**src/rtl/dacp_pkg.sv**
```systemverilog
package dacp_pkg;
  localparam int NUM_CMP = 2;
  localparam int CMP_A   = 0;
  localparam int CMP_B   = 1;

  typedef struct packed {
    logic hit;
    logic armed;
  } cmp_stat_t;
endpackage

```
**src/rtl/dacp_cmp.sv**
```systemverilog
module dacp_cmp #(
  parameter int CNT_W = 24
) (
  input  logic             clk,
  input  logic             rst,
  input  logic             mode_en,
  input  logic             hold,
  input  logic             wr,
  input  logic [CNT_W-1:0] wr_data,
  input  logic [CNT_W-1:0] cnt,
  output dacp_pkg::cmp_stat_t stat
);
  logic [CNT_W-1:0] stage_q;
  logic [CNT_W-1:0] active_q;
  logic             pend_q;
  logic             armed_q;
  logic             xfer;
  logic             hit;

  assign xfer = mode_en && pend_q && !hold;
  assign hit  = armed_q && (cnt == active_q);

  always_ff @(posedge clk) begin
    if (rst) begin
      stage_q  <= '0;
      active_q <= '0;
      pend_q   <= 1'b0;
      armed_q  <= 1'b0;
    end else if (!mode_en) begin
      pend_q   <= 1'b0;
      armed_q  <= 1'b0;
    end else begin
      if (wr) begin
        stage_q <= wr_data;
        pend_q  <= 1'b1;
      end else if (xfer) begin
        pend_q  <= 1'b0;
      end
      if (xfer) begin
        active_q <= stage_q;
        armed_q  <= 1'b1;
      end else if (hit) begin
        armed_q  <= 1'b0;
      end
    end
  end

  assign stat.hit   = hit;
  assign stat.armed = armed_q;


  hold_keeps_pend_chk: assert property (@(posedge clk) disable iff (rst)
    (mode_en && hold && pend_q) |=> pend_q);

  hold_freezes_active_chk: assert property (@(posedge clk) disable iff (rst)
    hold |=> $stable(active_q));

  arm_only_on_xfer_chk: assert property (@(posedge clk) disable iff (rst)
    $rose(armed_q) |-> $past(xfer));

  single_shot_chk: assert property (@(posedge clk) disable iff (rst)
    (hit && !xfer) |=> !armed_q);

  mode_exit_disarm_chk: assert property (@(posedge clk) disable iff (rst)
    !mode_en |=> (!armed_q && !pend_q));
endmodule

```
**src/rtl/dacp_outflag.sv**
```systemverilog
module dacp_outflag (
  input  logic clk,
  input  logic rst,
  input  logic mode_en,
  input  logic pol,
  input  logic flag_both,
  input  logic hit_a,
  input  logic hit_b,
  input  logic force_a,
  input  logic force_b,
  input  logic flag_clr,
  output logic out_q,
  output logic flag_q
);
  logic set_ev;

  assign set_ev = mode_en && (hit_b || (flag_both && hit_a));

  always_ff @(posedge clk) begin
    if (rst) begin
      out_q <= 1'b0;
    end else if (!mode_en) begin
      out_q <= !pol;
    end else if (hit_b || force_b) begin
      out_q <= !pol;
    end else if (hit_a || force_a) begin
      out_q <= pol;
    end
  end

  always_ff @(posedge clk) begin
    if (rst)           flag_q <= 1'b0;
    else if (set_ev)   flag_q <= 1'b1;
    else if (flag_clr) flag_q <= 1'b0;
  end


  entry_level_chk: assert property (@(posedge clk) disable iff (rst)
    !mode_en |=> (out_q == !$past(pol)));

  b_level_chk: assert property (@(posedge clk) disable iff (rst)
    (mode_en && hit_b) |=> (out_q == !$past(pol)));

  set_beats_clear_chk: assert property (@(posedge clk) disable iff (rst)
    (mode_en && hit_b) |=> flag_q);

  force_no_flag_chk: assert property (@(posedge clk) disable iff (rst)
    (mode_en && (force_a || force_b) && !hit_a && !hit_b && !flag_q) |=> !flag_q);
endmodule

```
**src/rtl/dacp_channel.sv**
```systemverilog
module dacp_channel #(
  parameter int CNT_W = 24
) (
  input  logic             clk,
  input  logic             rst,
  input  logic             mode_en,
  input  logic [CNT_W-1:0] cnt_bus,
  input  logic             pol,
  input  logic             flag_both,
  input  logic             upd_hold,
  input  logic             a_wr,
  input  logic [CNT_W-1:0] a_data,
  input  logic             b_wr,
  input  logic [CNT_W-1:0] b_data,
  input  logic             force_a,
  input  logic             force_b,
  input  logic             flag_clr,
  output logic             pulse_out,
  output logic             flag_out
);
  import dacp_pkg::*;

  logic [NUM_CMP-1:0]            wr_vec;
  logic [NUM_CMP-1:0][CNT_W-1:0] data_vec;
  cmp_stat_t                     stat [NUM_CMP];

  assign wr_vec[CMP_A]   = a_wr;
  assign wr_vec[CMP_B]   = b_wr;
  assign data_vec[CMP_A] = a_data;
  assign data_vec[CMP_B] = b_data;

  for (genvar i = 0; i < NUM_CMP; i++) begin : g_cmp
    dacp_cmp #(.CNT_W(CNT_W)) u_cmp (
      .clk     (clk),
      .rst     (rst),
      .mode_en (mode_en),
      .hold    (upd_hold),
      .wr      (wr_vec[i]),
      .wr_data (data_vec[i]),
      .cnt     (cnt_bus),
      .stat    (stat[i])
    );
  end

  dacp_outflag u_outflag (
    .clk       (clk),
    .rst       (rst),
    .mode_en   (mode_en),
    .pol       (pol),
    .flag_both (flag_both),
    .hit_a     (stat[CMP_A].hit),
    .hit_b     (stat[CMP_B].hit),
    .force_a   (force_a),
    .force_b   (force_b),
    .flag_clr  (flag_clr),
    .out_q     (pulse_out),
    .flag_q    (flag_out)
  );
endmodule

```
**config.mk**
```make
export PLATFORM = sky130hd
export DESIGN_NAME = dacp_channel
export DESIGN_NICKNAME = d
export VERILOG_FILES = /design/src/rtl/dacp_pkg.sv /design/src/rtl/dacp_cmp.sv /design/src/rtl/dacp_outflag.sv /design/src/rtl/dacp_channel.sv
export SDC_FILE = /design/constraint.sdc
export NUM_CORES = 1
export LEC_CHECK = 0
export ABC_AREA = 1
export CORE_ASPECT_RATIO = 1.4
export CORE_MARGIN = 2
export CORE_UTILIZATION = 45
export CTS_CLUSTER_SIZE = 20
export DETAILED_ROUTE_END_ITERATION = 6
export PLACE_DENSITY = 0.7
export RECOVER_POWER = 50
export SYNTH_ARGS = -nofsm -noshare
export SYNTH_HDL_FRONTEND = slang
export SYNTH_HIERARCHICAL = 1
export SYNTH_SLANG_ARGS = --single-unit
```
**constraint.sdc**
```tcl
create_clock -name clk -period 2 [get_ports clk]
set_input_delay 0.4 -clock clk [delete_from_list [all_inputs] [get_ports clk]]
set_output_delay 0.4 -clock clk [all_outputs]
set_load 0.01 [all_outputs]
```
# After elaboration in Yosys (flattened, before gate mapping)
# Index checks and enable logic that the tools add are counted.
# word_totals
in_bits	83
ff_bits	102
output_inout_bits	2
wordCells	50
# op_classes
n_mux	13
n_bitwise	1
eq_ne	3
n_reduce_logical	23
# op_table
op	n
$eq 24x24->1	2
$mux 1	13
$reduce_bool 2->1	5
$logic_and 1x1->1	8
$reduce_and 2->1	4
$logic_or 1x1->1	3
$ne 3x1->1 const B	1
$logic_not 1->1	2
$reduce_or 2->1	1
$not 1->1	1

# Depth between registers and ports, before layout
# logic_depth
depth_word	6
ltp_mapped	15
ltp_nobuf	14

# Modules after synthesis
# The synthesis kept the hierarchy.
# modules_own_cells
module	area_per_inst_um2	seq_area_each_um2	cells_each	instances
dacp_cmp	2224.6	1001.0	336	2
dacp_outflag	122.6	40.0	23	1

# Worst setup path after synthesis
# Ideal clock, no wire load.
# synth_path
path_type	input to register
start	input port cnt_bus[3]
end	register u_outflag.out_q
t_arrival_ns	1.237
required_time_ns	1.889
path_buffers	1
setup_ns	0.111
slack_ns	0.651
cell_stages	14
path_cell_list	inv_1 nand2_1 nand2_1 nor2_1 nand2_1 nor2_1 nand3_1 nor2_1 buf_4 nor2_2 nand2_1 nand2_1 nor2_1 nor2_1
# synth_between
elab_cells_between_ends	9
classes_between	eq/ne (3); mux (2); reduce/logical (4)
# synth_rtl
element	line	text
from (decl)	dacp_channel.sv:7	input logic [CNT_W-1:0] cnt_bus,
$eq 24x24->1	dacp_cmp.sv:21	assign hit = armed_q && (cnt == active_q);
$logic_and 1x1->1	dacp_cmp.sv:21	
via g_cmp[0].u_cmp.hit	dacp_cmp.sv:18	logic hit;
$logic_or 1x1->1	dacp_outflag.sv:26	end else if (hit_a || force_a) begin
$ne 3x1->1 (no line)	n/a	
to (signal assigned)	dacp_outflag.sv:23	out_q <= !pol;
to (signal assigned)	dacp_outflag.sv:25	out_q <= !pol;
to (signal assigned)	dacp_outflag.sv:27	out_q <= pol;
to (decl)	dacp_outflag.sv:12	output logic out_q,
# The timed path passes the listed nets, and every way through them passes these cells.
# A chain may end at the register's enable or synchronous reset.

# Worst setup path after layout
# layout_path
start	input port mode_en
end	register g_cmp[0].u_cmp.active_q[0]
# layout_between
elab_chain_len	3
# layout_rtl
element	line	text
from (decl)	dacp_channel.sv:6	input logic mode_en,
$logic_and 1x1->1 (2 in a row)	dacp_cmp.sv:20	assign xfer = mode_en && pend_q && !hold;
$reduce_and 2->1 (no line) (*)	n/a	
to (signal assigned)	dacp_cmp.sv:40	active_q <= stage_q;
to (decl)	dacp_cmp.sv:14	logic [CNT_W-1:0] active_q;
# Mark *: on every way between the ends. The rest lies on a longest branch, timed or not.

==> impl_metrics.json <==
{
  "status": "completed",
  "firstDrtPassIters": 4,
  "grt_pass1_wl_um": 17100,
  "diodes": 0,
  "holdCritPathClass": "reg -> reg",
  "dpl-instance-area_um2": 5480,
  "max-clock-path-buffers": 2,
  "startpoint": "mode_en",
  "via_per_inst": 4.65,
  "grt_use_total": 0.202,
  "cts_tree": "done",
  "maxCapViolations": 0,
  "gp_congestion": 0.831,
  "ctsResizeCount": 0,
  "via_count": 4235,
  "setup_viol": 0,
  "fin_area_um2": 5830,
  "postCtsSetupBuffers": 0,
  "antenna_found_initial": 0,
  "io_buffers": 84,
  "critical-path-top-delay-family": "buffers and inverters",
  "setup.worst_path.end_class": "register",
  "cp.arrival_ps": 2070,
  "wl_um": 10400,
  "die_w_um": 89.0,
  "min_period_ps": 1840,
  "maxSlewHeadroom": 0.520,
  "grt_pass1_vias": 3910,
  "r2r-start": "g_cmp[1].u_cmp/active_q[3]",
  "ant_nets": 0,
  "clkSinkCount": 102,
  "met3_wirelength_um": 415,
  "required_ps": 2230,
  "coreArea_um2": 9900,
  "clk_latency_ps": 340,
  "area_delta_synth_final_pct": 27.9,
  "start_kind": "primary input",
  "hold_violations": 0,
  "synth_nets": 776,
  "path_cells": "dlygate4sd3_1 -> buf_12 -> nand3_1 -> clkbuf_2 -> clkbuf_1 -> a21oi_1",
  "fill_cells": 982,
  "path_class": "in -> reg",
  "overflow": 0,
  "max_clock_freq_mhz": 544,
  "finalCritPeriodShare": 0.919,
  "nets": 853,
  "drt_iter0_drc": 156,
  "path_clk_slew_ps": 70,
  "drc": 0,
  "cp_max_fo": 12,
  "cts-root-buf": "clkbuf_16",
  "synth_area_um2": 4560,
  "syn_avg_cell_area_um2": 6.58,
  "tightestPinTransition_ps": 719,
  "crit_slowest_cell": "dlygate4sd3_1",
  "clock_skew_ps": 6.27,
  "met1_length_um": 4300,
  "holdBufCountCts": 0,
  "wl_per_cell_um": 11.4,
  "htreeDepth": 3,
  "grt_max_degree": 32,
  "hpwl_um": 8080,
  "io_pins": 85,
  "wl_met2_um": 5500,
  "p_leak_nw": 2.62,
  "max_stage_delay_ps": 580,
  "slew_violations": 0,
  "highest_layer": "met4",
  "tns_ps": 0,
  "ys_warn_count": 6,
  "netlist_instances": 693,
  "ir_drop_uv": 576,
  "critPathBufInv": 4,
  "initial_core_util": 0.460,
  "dieArea_um2": 11000,
  "rows": 43,
  "cts_made_buffers": 9,
  "rsz0062_at_grt": "false",
  "drive_above_1_share": 0.0426,
  "power.density_nw_per_um2": 829,
  "min_from": "g_cmp[0].u_cmp/armed_q",
  "fp.dieH_um": 123
}
## sequential cells by signal, indices dropped and copies added (netlist names)
register              count
g_cmp.u_cmp/active_q     48
g_cmp.u_cmp/armed_q       2
g_cmp.u_cmp/pend_q        2
g_cmp.u_cmp/stage_q      48
u_outflag/flag_q          1
u_outflag/out_q           1
## path summary, 6_finish.rpt
kind                                 to  slack, ps  depth (start not counted)
max          g_cmp[0].u_cmp/active_q[0]        160                          6
min              g_cmp[0].u_cmp/armed_q        470                          2
max reg2reg             u_outflag/out_q        480                         14
min reg2reg      g_cmp[0].u_cmp/armed_q        470                          2
## per-layer routing
metal | track usage | vias up
met2 | 0.371 | 63
met1 | 0.225 | 1891
met4 | 0.0868 | 0
met5 | 0 | -
met3 | 0.0354 | 14
li1 | - | 2267
## worst register-to-register path, stage by stage (launching register included)
cell and delay, ps:
dfxtp_1 340, inv_1 60, nand2_1 60, nand2_1 50, nor2_1 90, nand2_1 70
nor2_1 200, nand3_1 130, nor2_1 160, inv_1 70, nand2_1 60, nor2_1 40
nand2_1 50, nor2_1 40, nor2_1 70
## placed cells by master, fill, tap and decap left out
cell	instances
nor2_2	1
o21ai_0	81
clkinvlp_4	1
xor2_1	4
clkbuf_8	1
nand3_1	4
dlygate4sd3_1	1
inv_1	82
nand2_2	1
clkdlybuf4s50_1	83
o21ai_1	13
clkbuf_2	3
clkinv_2	1
clkbuf_1	1
buf_4	6
inv_2	2
clkbuf_16	9
buf_12	2
a21oi_1	31
o21ai_2	2
dfxtp_1	102
bufinv_16	4
nand2_1	125
nor2_1	215
## final cells by class
type                       instances  area, um^2  share of cell area
clock buffer                      10         239              0.0410
clock inverter                     6         133              0.0228
inverter                          84         315              0.0541
multi-input combinational        477        1990               0.341
sequential                       102        2040               0.350
tap                              135         169              0.0290
timing repair buffer              96         945               0.162
## metrics by stage
step,setup slack [ps],utilization,total power [W],hold WS [ps],instances
6_report,161,0.589,0.00483,466,910
5_1_grt,9.72,0.589,0.00504,488,910
4_1_cts,201,0.591,0.00488,467,910
3_5_place_dp,-155,0.554,0.00276,459,894
3_3_place_gp,-113,0.554,0.00275,453,894
2_1_floorplan,651,-,0.00250,438,693
## where the power goes
| group | switching [W] | internal, W | total (W) | leakage (nW) |
|---|---|---|---|---|
| registers | 0.0000508 | 0.00212 | 0.00217 | 0.834 |
| logic | 0.000256 | 0.000275 | 0.000531 | 1.61 |
| clock network | 0.000744 | 0.00138 | 0.00212 | 0.179 |
(Power assumes the default switching activity.)
